==> src/rtl/dma_chan_engine.sv <==
`timescale 1ns/1ps
module dma_chan_engine #(
  parameter int AW = 32
) (
  input  logic          clk,
  input  logic          rst_n,
  input  logic          ch_enable,
  input  logic [1:0]    trig_sel,
  input  logic          sw_trig,
  input  logic          evt_trig,
  input  logic          periph_req,
  input  logic          sw_suspend,
  input  logic          sw_resume,
  input  logic          evt_suspend,
  input  logic          evt_resume,
  input  logic [AW-1:0] first_desc,
  input  logic          ie_cmpl,
  input  logic          ie_err,
  input  logic          ie_susp,
  input  logic          clr_cmpl,
  input  logic          clr_err,
  input  logic          clr_susp,
  output logic          bus_req,
  output logic          bus_we,
  output logic [AW-1:0] bus_addr,
  output logic [31:0]   bus_wdata,
  output logic [1:0]    bus_size,
  input  logic          bus_ack,
  input  logic          bus_err,
  input  logic [31:0]   bus_rdata,
  output logic          flag_cmpl,
  output logic          flag_err,
  output logic          flag_susp,
  output logic          irq,
  output logic          busy,
  output logic          suspended
);

  typedef enum logic [2:0] {S_IDLE, S_FETCH, S_RD, S_WR, S_BEND, S_SUSP} st_t;

  st_t           st, nst;
  logic [1:0]    widx;
  logic [AW-1:0] dptr, src, dst, nxt;
  logic [15:0]   cnt;
  logic [1:0]    bsz;
  logic          sinc, dinc, sflag;
  logic [31:0]   data;
  logic          susp_pend, blk_end, armed, en_q;

  wire trig_hit = (trig_sel == 2'd0 && sw_trig) ||
                  (trig_sel == 2'd1 && evt_trig) ||
                  (trig_sel == 2'd2 && periph_req);
  wire susp_req = sw_suspend | evt_suspend;
  wire res_req  = sw_resume | evt_resume;
  wire hold     = susp_pend | susp_req;
  wire ok_ack   = bus_req & bus_ack & ~bus_err;

  wire [AW-1:0] step = (bsz == 2'd0) ? AW'(1) : (bsz == 2'd1) ? AW'(2) : AW'(4);
  wire [31:0] size_mask = (bsz == 2'd0) ? 32'h0000_00FF :
                          (bsz == 2'd1) ? 32'h0000_FFFF : 32'hFFFF_FFFF;

  assign bus_req   = (st == S_FETCH) || (st == S_RD) || (st == S_WR);
  assign bus_we    = (st == S_WR);
  assign bus_addr  = (st == S_FETCH) ? dptr + AW'({widx, 2'b00}) :
                     (st == S_WR)    ? dst : src;
  assign bus_size  = (st == S_FETCH) ? 2'd2 : bsz;
  assign bus_wdata = data & size_mask;
  assign busy      = (st != S_IDLE);
  assign suspended = (st == S_SUSP);
  assign irq       = (flag_cmpl & ie_cmpl) | (flag_err & ie_err) | (flag_susp & ie_susp);

  always_comb begin
    nst = st;
    case (st)
      S_IDLE:  if (armed && trig_hit) nst = S_FETCH;
      S_FETCH: if (ok_ack && widx == 2'd3)
                 nst = (cnt == 16'd0) ? S_BEND : (hold ? S_SUSP : S_RD);
      S_RD:    if (ok_ack) nst = S_WR;
      S_WR:    if (ok_ack)
                 nst = (cnt == 16'd1) ? S_BEND : (hold ? S_SUSP : S_RD);
      S_BEND:  nst = (sflag && !blk_end) ? S_SUSP :
                     (nxt == '0) ? S_IDLE : S_FETCH;
      S_SUSP:  if (res_req) nst = blk_end ? S_BEND : S_RD;
      default: nst = S_IDLE;
    endcase
    if (bus_req && bus_err) nst = S_IDLE;
    if (!ch_enable) nst = S_IDLE;
  end

  wire set_cmpl = (st == S_BEND) && (nst == S_IDLE) && ch_enable;
  wire set_err  = bus_req && bus_err;
  wire set_susp = (nst == S_SUSP) && (st != S_SUSP);

  always_ff @(posedge clk or negedge rst_n) begin
    if (!rst_n) begin
      st <= S_IDLE;
      widx <= '0;
      dptr <= '0;
      src <= '0;
      dst <= '0;
      nxt <= '0;
      cnt <= '0;
      bsz <= '0;
      sinc <= 1'b0;
      dinc <= 1'b0;
      sflag <= 1'b0;
      data <= '0;
      susp_pend <= 1'b0;
      blk_end <= 1'b0;
      armed <= 1'b0;
      en_q <= 1'b0;
      flag_cmpl <= 1'b0;
      flag_err <= 1'b0;
      flag_susp <= 1'b0;
    end else begin
      st <= nst;
      en_q <= ch_enable;
      if (set_err) armed <= 1'b0;
      else if (ch_enable && !en_q) armed <= 1'b1;

      flag_cmpl <= set_cmpl | (flag_cmpl & ~clr_cmpl);
      flag_err  <= set_err  | (flag_err  & ~clr_err);
      flag_susp <= set_susp | (flag_susp & ~clr_susp);

      if (nst == S_IDLE || nst == S_SUSP) susp_pend <= 1'b0;
      else if (susp_req) susp_pend <= 1'b1;

      case (st)
        S_IDLE: if (nst == S_FETCH) begin
          dptr <= first_desc;
          widx <= 2'd0;
          blk_end <= 1'b0;
        end
        S_FETCH: if (ok_ack) begin
          widx <= widx + 2'd1;
          case (widx)
            2'd0: begin
              cnt   <= bus_rdata[15:0];
              bsz   <= (bus_rdata[17:16] == 2'd3) ? 2'd2 : bus_rdata[17:16];
              sinc  <= bus_rdata[18];
              dinc  <= bus_rdata[19];
              sflag <= bus_rdata[20];
            end
            2'd1: src <= bus_rdata[AW-1:0];
            2'd2: dst <= bus_rdata[AW-1:0];
            default: nxt <= bus_rdata[AW-1:0];
          endcase
        end
        S_RD: if (ok_ack) data <= bus_rdata;
        S_WR: if (ok_ack) begin
          cnt <= cnt - 16'd1;
          if (sinc) src <= src + step;
          if (dinc) dst <= dst + step;
        end
        S_BEND: begin
          if (nst == S_SUSP) blk_end <= 1'b1;
          else begin
            blk_end <= 1'b0;
            if (nst == S_FETCH) begin
              dptr <= nxt;
              widx <= 2'd0;
            end
          end
        end
        default: ;
      endcase
    end
  end


  bus_hold_chk: assert property (@(posedge clk) disable iff (!rst_n)
    (bus_req && !bus_ack && !bus_err && ch_enable) |=>
      (bus_req && $stable(bus_addr) && $stable(bus_we) && $stable(bus_size)));


  err_stop_chk: assert property (@(posedge clk) disable iff (!rst_n)
    (bus_req && bus_err) |=> (!bus_req && flag_err && !busy));


  susp_quiet_chk: assert property (@(posedge clk) disable iff (!rst_n)
    suspended |-> !bus_req);


  rd_then_wr_chk: assert property (@(posedge clk) disable iff (!rst_n)
    (st == S_RD && ok_ack && ch_enable) |=> (bus_req && bus_we));


  src_step_chk: assert property (@(posedge clk) disable iff (!rst_n)
    (st == S_WR && ok_ack && ch_enable && sinc) |=> (src == $past(src) + $past(step)));


  dst_fixed_chk: assert property (@(posedge clk) disable iff (!rst_n)
    (st == S_WR && ok_ack && ch_enable && !dinc) |=> $stable(dst));

endmodule

==> config.mk <==
export PLATFORM = sky130hd
export DESIGN_NAME = dma_chan_engine
export DESIGN_NICKNAME = d
export VERILOG_FILES = /design/src/rtl/dma_chan_engine.sv
export SDC_FILE = /design/constraint.sdc
export NUM_CORES = 1
export LEC_CHECK = 0
export BUFFER_PORTS_ARGS = -buffer_cell sky130_fd_sc_hd__buf_2
export CAP_MARGIN = 0
export CORE_ASPECT_RATIO = 0.9
export CORE_MARGIN = 4
export CORE_UTILIZATION = 35
export CTS_CLUSTER_SIZE = 14
export DETAILED_ROUTE_END_ITERATION = 8
export PLACE_DENSITY_LB_ADDON = 0.1
export SYNTH_ARGS = -nofsm -noshare
export SYNTH_HDL_FRONTEND = slang
export SYNTH_SLANG_ARGS = --single-unit
==> constraint.sdc <==
create_clock -name clk -period 2.6 [get_ports clk]
set_input_delay 0.26 -clock clk [delete_from_list [all_inputs] [get_ports clk]]
set_output_delay 0.26 -clock clk [all_outputs]
set_load 0.005 [all_outputs]
# After elaboration in Yosys (flattened, before gate mapping)
# Index checks and enable logic that the tools add are counted.
# totals
regBits	193
in_bits	84
output_inout_bits	74
word_cells	164
# classes
n_addsub	5
n_eq_ne	26
muxes	51
bitwise_logic	22
reduce_logical	41
# ops
cell	n
two-way mux 32 bit	15
case mux 32 bit (2 select lines)	3
adder 32 x 3 -> 32 bit	2
two-way mux 16 bit	3
two-way mux 3 bit	14
adder 32 x 4 -> 32 bit	1
AND 32 bit	1
logical NOT 32 bit	1
case mux 16 bit (2 select lines)	1
case mux 3 bit (6 select lines)	1
== test 16 x 1 -> 1 bit (second input constant)	1
logical NOT 16 bit	1
subtractor 16 x 1 -> 16 bit (second input constant)	1
inequality test 2 x 1 -> 1 bit (second input constant)	7
logical AND 1 bit	11
two-way mux 2 bit	5
AND reduction 5 bit	2
== test 3 bit (second input constant)	3
AND reduction 3 bit	3
AND 1 bit	8
== test 2 bit (second input constant)	4
OR 1 bit	8
AND reduction 4 bit	2
nonzero test 2 bit	4
other kinds (17)	43

# Logic depth before layout (Yosys ltp)
# Gate-level depths: netlist of the first run.
# logic_depth
depth_word	14
ltp_mapped	11
ltp_nobuf	11

# Worst setup path before layout of the first run
# No wires, ideal clock.
# synth_path
kind	register to register
from	register bsz[0]
to	register src[26]
arrival_ps	2606
t_required_ps	2463
setup_slack_ps	-143
stages_incl_launch_ff	12
n_path_buf	0
synth_period_minus_slack_ps	2743
path_cell_list	dfrtp_1 > nor2_1 > ha_1 > inv_1 > fa_1 > nand2b_1 > a21oi_1 > nand2_1 > nor2_1 > nand2_1 > o22ai_1 > a21oi_1
# synth_via
elab_chain_len	7
word_cells_on_any_way	8
# synth_lines
element	line_no	rtl
from (decl)	45	logic [1:0] bsz;
from (signal assigned)	139	bsz <= (bus_rdata[17:16] == 2'd3) ? 2'd2 : bus_rdata[17:16];
== test 2 x 1 -> 1 bit	58	wire [AW-1:0] step = (bsz == 2'd0) ? AW'(1) : (bsz == 2'd1) ? AW'(2) : AW'(4);
two-way mux 3 bit	58	
two-way mux 3 bit (*)	58	
adder 32 x 3 -> 32 bit (*)	152	if (sinc) src <= src + step;
two-way mux 32 bit (*)	152	
two-way mux 32 bit (*)	150	S_WR: if (ok_ack) begin
case mux 32 bit (2 select lines) (*)	128	case (st)
to (signal assigned)	144	2'd1: src <= bus_rdata[AW-1:0];
to (signal assigned)	152	
to (decl)	43	logic [AW-1:0] dptr, src, dst, nxt;
# Every way passes the cells marked *; elsewhere a longest branch is shown, timed or not. The select of a mux whose other input is x is not followed.
# A chain may end at the register's enable or synchronous reset.

# Worst setup path after layout of the first run
# layout_path
from	register dptr[2]
to	output port bus_addr[20]
# layout_via
elab_chain_len	2
# layout_lines
element	line_no	rtl
from (decl)	43	
from (signal assigned)	130	dptr <= first_desc;
from (signal assigned)	160	dptr <= nxt;
adder 32 x 4 -> 32 bit	64	assign bus_addr = (st == S_FETCH) ? dptr + AW'({widx, 2'b00}) :
two-way mux 32 bit	64	
to (decl)	25	output logic [AW-1:0] bus_addr,
# No other way between the ends.

==> results of run 1 <==
-- power by group through the flow --
stage	registers, mW	clock network [mW]	logic [mW]
2_1_floorplan	4.59	0	2.29
3_3_place_gp	4.90	0	4.20
3_5_place_dp	4.90	0	4.22
4_1_cts	4.85	2.75	4.36
5_1_grt	5.02	2.86	4.96
6_report	4.89	2.69	4.53
-- layout make-up --
| type | instances | area, sq um | area share |
|---|---|---|---|
| multi-input cells | 950 | 6300 | 0.440 |
| flip-flops and latches | 193 | 4830 | 0.337 |
| repair buffers | 289 | 1970 | 0.138 |
| well taps | 416 | 520 | 0.0363 |
| clock buffers | 18 | 439 | 0.0306 |
| clock inverters | 14 | 144 | 0.0100 |
| inverters | 32 | 123 | 0.00855 |
| diodes | 1 | 2.50 | 0.000175 |
-- worst min-delay path by stage --
stage,end,slack [ps],depth (start not counted)
after floorplan,armed$_DFFE_PN0P_,-40,0
after global placement,data[6]$_DFFE_PN0P_,320,1
after detailed placement,data[6]$_DFFE_PN0P_,320,1
after CTS,data[9]$_DFFE_PN0P_,60,2
after global routing,data[9]$_DFFE_PN0P_,60,2
final,data[9]$_DFFE_PN0P_,80,2
-- layer usage --
metal	vias up	track usage	share of wire
met1	5244	0.369	0.50
met2	319	0.340	0.43
met5	-	0	0
met3	31	0.0366	0.053
li1	4982	-	-
met4	0	0.0508	0.015
-- cells in the mapped netlist (13+ instances only) --
cell	count
o21ai_0	110
ha_1	15
a21oi_1	138
nand2_1	128
dfrtp_1	193
buf_1	19
clkbuf_1	44
nor2b_1	13
xnor2_1	14
nor2_1	106
xor2_1	14
o22ai_1	32
nor3_1	19
a31oi_1	16
mux2_2	128
nand3_1	31
inv_1	32
and2_1	23
nor4_1	17
nand4_1	25
-- state kept, by name, indices dropped and copies added, names as in the netlist --
register,count
armed,1
blk_end,1
bsz,2
cnt,16
data,32
dinc,1
dptr,32
dst,32
en_q,1
flag_cmpl,1
flag_err,1
flag_susp,1
nxt,32
sflag,1
sinc,1
src,32
st,3
susp_pend,1
widx,2
-- cells by family (layout without fill, tap and decap cells) --
kind of cell | after synthesis | after routing | synth area share
buffers and inverters | 110 | 353 | 0.0420
other | 0 | 1 | 0
DFF | 193 | 193 | 0.426
muxes | 135 | 135 | 0.133
xor gates and xnor gates | 28 | 28 | 0.0216
AOI/OAI and AO/OA | 348 | 348 | 0.172
adders and majority gates | 18 | 18 | 0.0218
and+or+nand+nor | 421 | 421 | 0.183
-- worst reg2reg max path: stages, from the launching register on --
cell,delay (ps)
dfrtp_1,400
buf_4,140
ha_1,210
nor2_1,120
o21ai_0,100
a21oi_1,150
a221oi_1,80
and3_4,220
nor4b_4,290
buf_4,170
buf_12,160
mux2_2,350
-- stage by stage --
stage	instances	area, sq um	power, mW
after floorplan	1253	11400	6.88
after global placement	1862	13300	9.10
after detailed placement	1862	13300	9.12
after CTS	1906	14100	12.0
after global routing	1912	14300	12.8
final	1913	14300	12.1
-- timing repair --
action,4_1_cts,5_1_grt
hold buffers,5,0
gates resized for setup,30,45
pin swaps,5,20
cloned,1,0
setup endpoints to repair,43,81
setup buffers,6,9
hold endpoints to repair,70,0
==> run summary, run 1 <==
CTS Root Cell = clkbuf_16
Clock skew = 11.4 ps
Post-Synthesis Cells = 1253
CTS buffer count = 17
R2R setup slack = 110 ps
Pre-CTS WS = -123 ps
Min-Delay Path Class = primary input to register
First-pass DRT Iterations = 7
Vias in the first global route = 10100
Hold Worst Slack = 75.3 ps
Starting Density = 0.355
Period Utilization, post-route = 1.15
Syn_area_per_cell = 9.05 sq um
Core Util, Final = 0.449
Static Leak = 6.45 nW
Clk_lat worst skew = 450 ps
CTS tree = done
EDFF count, synth = 0
CP required = 2340 ps
Post-synth top area share = 0.426
Avg WL per Cell = 21.9 um
Slowest stage delay, CP = 380 ps
Most common cell after layout, fill and taps aside = dfrtp_1
Hold path start = bus_rdata[9]
PwrDens = 844 nW/um^2
Synth top area cells = dfrtp_1, mux2_2, a21oi_1
First-pass GRT wire length = 63.0 mm
Clock Sinks = 193
Net Count, Synth = 1355
Cell family with most CP delay = adder cells
Final hold vios = 0
Primary FF master, synth = dfrtp_1
Worst Path Max Fanout = 5
GP Congestion = 0.927
Fin Setup TNS = -5820 ps
Critical path, cell by cell = ha_2 > inv_2 > fa_2 > nor4_4 > nand4_1 > buf_6 > nand2b_1 > xnor2_1 > nor2_1 > a31oi_1 > buf_2
Failing checks = negative setup slack
Count of pins over their slew limit = 0
Yosys warning count = 0
Layout cell share with drive strength beyond 1 = 0.342
Synth cell types = 63
Die H = 179 um
Fin crit period = 3000 ps
Antenna viol nets, final = 0
Final worst slack = -396 ps
Psw = 4.83 mW
Clock-pin slew of the registers on the worst-case setup and hold paths = 80 ps
Worst reg2reg path depth = 11
Crit path kind = register to output pin
Status = finished, violations left
RR Endpoint = dptr[15]$_DFFE_PN0P_
Slew HR = 0.579
Synth Register Bits = 193
Row count = 62
Sw frac = 0.399
Post-synthesis sequential area ratio = 0.426
CP startpoint = dptr[2]$_DFFE_PN0P_
Critical R2R Launch = widx[0]$_DFFE_PN0P_
CP endpoint = bus_addr[20]
Most frequent cells in the layout = dfrtp_1, buf_2, mux2_2
Worst Max-Slew Pin Slew = 632 ps
Final setup viols = 26
Vias = 10600
Max Root-Sink Buffers = 2
Internal power = 7.28 mW
DR iter-0 viols = 850
H-Tree Depth = 4
Die footprint = 35400 sq um
Synthesized cell area = 11300 sq um
WP depth = 11
IO buf count = 157
# IOs = 158
CP arrival = 2740 ps
Initial antenna violation count = 2
Worst Setup End Kind = output pin
Combinational cell fraction of total power = 0.374
DRC Markers = 0
Clock network fraction of design power = 0.222
Cell taking the most area after synthesis = dfrtp_1
Number of fill cells in the layout = 3188
Startpoint Class = register
Max cap viols = 0
Max VDD drop = 455 uV
Async SR Flop Fraction = 1.00
Sequential share of power = 0.404
Core area = 32000 sq um
Via density = 5.53
Hpwl dp = 30.8 mm
Crit path buffers/inverters = 3
RSZ-0062 raised after global routing = true
Die Wd = 198 um
GRT overflow = 0
Nets = 1585
Total GRT Usage = 0.235
Highest clock rate = 334 MHz
Area grow syn2layout = 26.4%
Final wirelength = 42.0 mm
Largest net degree at the start of global routing = 70
Crit-path slowest cell = dfrtp_1
Power figures use the tool's default switching activity.
==> run 2, diff against run 1 <==
Settings changed: CTS_BUF_LIST set to sky130_fd_sc_hd__clkbuf_2.
Clock period 2.6 ns to 3.9 ns, I/O delays scaled along.
==> run 2 against run 1 <==
  * Largest power group unchanged
  * Critical path depth unchanged
  * Non-clock buffer count decreased by 24
  * First-iteration DRC count decreased by 8.8%
  * Combinational power decreased by 45%
  * Setup slack improved by 580 ps
  * Sequential cell count unchanged
  * Highest routed layer unchanged
  * The run now ends clean
  * Global-route usage decreased by 1.4 points
  * Die area unchanged
  * Register-to-register slack improved by 580 ps
  * Sequential power decreased by 33%
  * Sequential share of layout area increased by 1.7 points
==> run summary, run 2 (same netlist as run 1, synthesis figures left out) <==
Nets = 1561 (-1.5%)
CTS tree = done
Total GRT Usage = 0.221 (-0.0142)
Die H = 179 um (unchanged)
Period Utilization, post-route = 0.953
Clock skew = 69.1 ps (+57.7 ps)
GP Congestion = 0.851 (-8.2%)
Critical path, cell by cell = ha_2 > inv_2 > fa_2 > nor4_4 > nand4_1 > buf_6 > or2_4 > nor2_2 > xnor2_1 > o211ai_1 > buf_2
Clock-pin slew of the registers on the worst-case setup and hold paths = 340 ps (+260 ps)
CP endpoint = bus_addr[28]
DRC Markers = 0 (unchanged)
Crit path kind = register to output pin
Starting Density = 0.355 (unchanged)
Vias in the first global route = 10100 (+0.47%)
Max Root-Sink Buffers = 2 (unchanged)
First-pass DRT Iterations = 5 (-2)
Crit path buffers/inverters = 3 (unchanged)
Die Wd = 198 um (unchanged)
GRT overflow = 0 (unchanged)
Clk_lat worst skew = 820 ps (+370 ps)
Initial antenna violation count = 2 (unchanged)
Slowest stage delay, CP = 430 ps (+50 ps)
Worst reg2reg path depth = 11 (unchanged)
Final hold vios = 0 (unchanged)
Final wirelength = 39.5 mm (-5.9%)
Slew HR = 0.251 (-0.328)
Min-Delay Path Class = primary input to async pin
Count of pins over their slew limit = 0 (unchanged)
Row count = 62 (unchanged)
Most common cell after layout, fill and taps aside = dfrtp_1
Startpoint Class = register
IO buf count = 157 (unchanged)
CP startpoint = widx[0]$_DFFE_PN0P_
CP required = 3510 ps (+1170 ps)
Layout cell share with drive strength beyond 1 = 0.255 (-0.0861)
Static Leak = 6.08 nW (-5.8%)
Crit-path slowest cell = dfrtp_1
Most frequent cells in the layout = dfrtp_1, buf_2, a21oi_1
CP arrival = 3330 ps (+590 ps)
Status = complete, no violations
WP depth = 11 (unchanged)
H-Tree Depth = 4 (unchanged)
CTS buffer count = 17 (unchanged)
Antenna viol nets, final = 0 (unchanged)
Max cap viols = 0 (unchanged)
Worst Path Max Fanout = 5 (unchanged)
# IOs = 158 (unchanged)
CTS Root Cell = clkbuf_2
Critical R2R Launch = bsz[0]$_DFFE_PN0P_
R2R setup slack = 690 ps (+580 ps)
Area grow syn2layout = 20.3%
Core area = 32000 sq um (unchanged)
Hpwl dp = 28.0 mm (-9.1%)
RR Endpoint = src[28]$_DFFE_PN0P_
Max VDD drop = 320 uV (-30%)
Final setup viols = 0 (-100%)
Fin Setup TNS = 0 ps (+5820 ps)
Design Area, Final = 13600 sq um (-4.8%)
PwrDens = 499 nW/um^2 (-41%)
DR iter-0 viols = 775 (-8.8%)
Largest net degree at the start of global routing = 81 (+16%)
Clock Sinks = 193 (unchanged)
Post-DP Area = 12600 sq um (-5.7%)
Worst Setup End Kind = output pin
Avg WL per Cell = 20.9 um (-4.7%)
Fin crit period = 3720 ps
Via density = 5.51 (-0.35%)
RSZ-0062 raised after global routing = true
Die footprint = 35400 sq um (unchanged)
Highest clock rate = 269 MHz
Worst Max-Slew Pin Slew = 1120 ps (+485 ps)
Cell family with most CP delay = simple AND/OR/NAND/NOR gates
First-pass GRT wire length = 60.6 mm (-3.9%)
Vias = 10400 (-1.6%)
## run 2: power breakdown
group          internal (mW)  switching (mW)  total (mW)
Clock                  0.252           0.792        1.04
Combinational           1.12            1.35        2.48
Sequential              2.56           0.728        3.28
## run 2: area by class of cell
class                      instances  area [sq um]
sequential                       193          4830
tap                              416           520
clock buffer                      19          95.1
timing repair buffer             265          1820
fill                            3285         18300
clock inverter                    13           129
multi-input combinational        950          6120
inverter                          32           125
antenna                            1          2.50
## run 2: how the worst min path moves through the flow
stage,start,endpoint,cells after the start
2_1_floorplan,rst_n,armed$_DFFE_PN0P_,0
3_3_place_gp,data[19]$_DFFE_PN0P_,data[19]$_DFFE_PN0P_,1
3_5_place_dp,data[14]$_DFFE_PN0P_,data[14]$_DFFE_PN0P_,1
4_1_cts,evt_suspend,st[2]$_DFF_PN0_,5
5_1_grt,rst_n,cnt[4]$_DFFE_PN0P_,2
6_report,rst_n,cnt[4]$_DFFE_PN0P_,2
## run 2: timing repair
action / in CTS / in global routing
buffers inserted: 2 / 3
resized for setup: 3 / 15
pin swaps: 1 / 7
hold endpoints to repair: 252 / 0
endpoints found under the setup margin: 13 / 13
hold buffers: 76 / 0
## run 2: per-stage QoR
stage	hold slack, ps	worst slack, ps	power [mW]	utilization	std cells
after floorplan	94.4	1100	4.58	-	1253
after global placement	480	665	5.65	0.393	1775
after detailed placement	484	678	5.67	0.393	1775
after CTS	57.7	2.71	6.79	0.424	1885
after global routing	64.8	-109	7.31	0.427	1889
final	122	182	6.80	0.427	1889
## run 2: metal layers
| metal | routed length, um | vias to the layer above | GRT usage |
|---|---|---|---|
| li1 | - | 4920 | - |
| met1 | 19000 | 5151 | 0.330 |
| met2 | 17900 | 306 | 0.339 |
| met3 | 1890 | 30 | 0.0295 |
| met4 | 708 | 0 | 0.0528 |
| met5 | 0 | - | 0 |
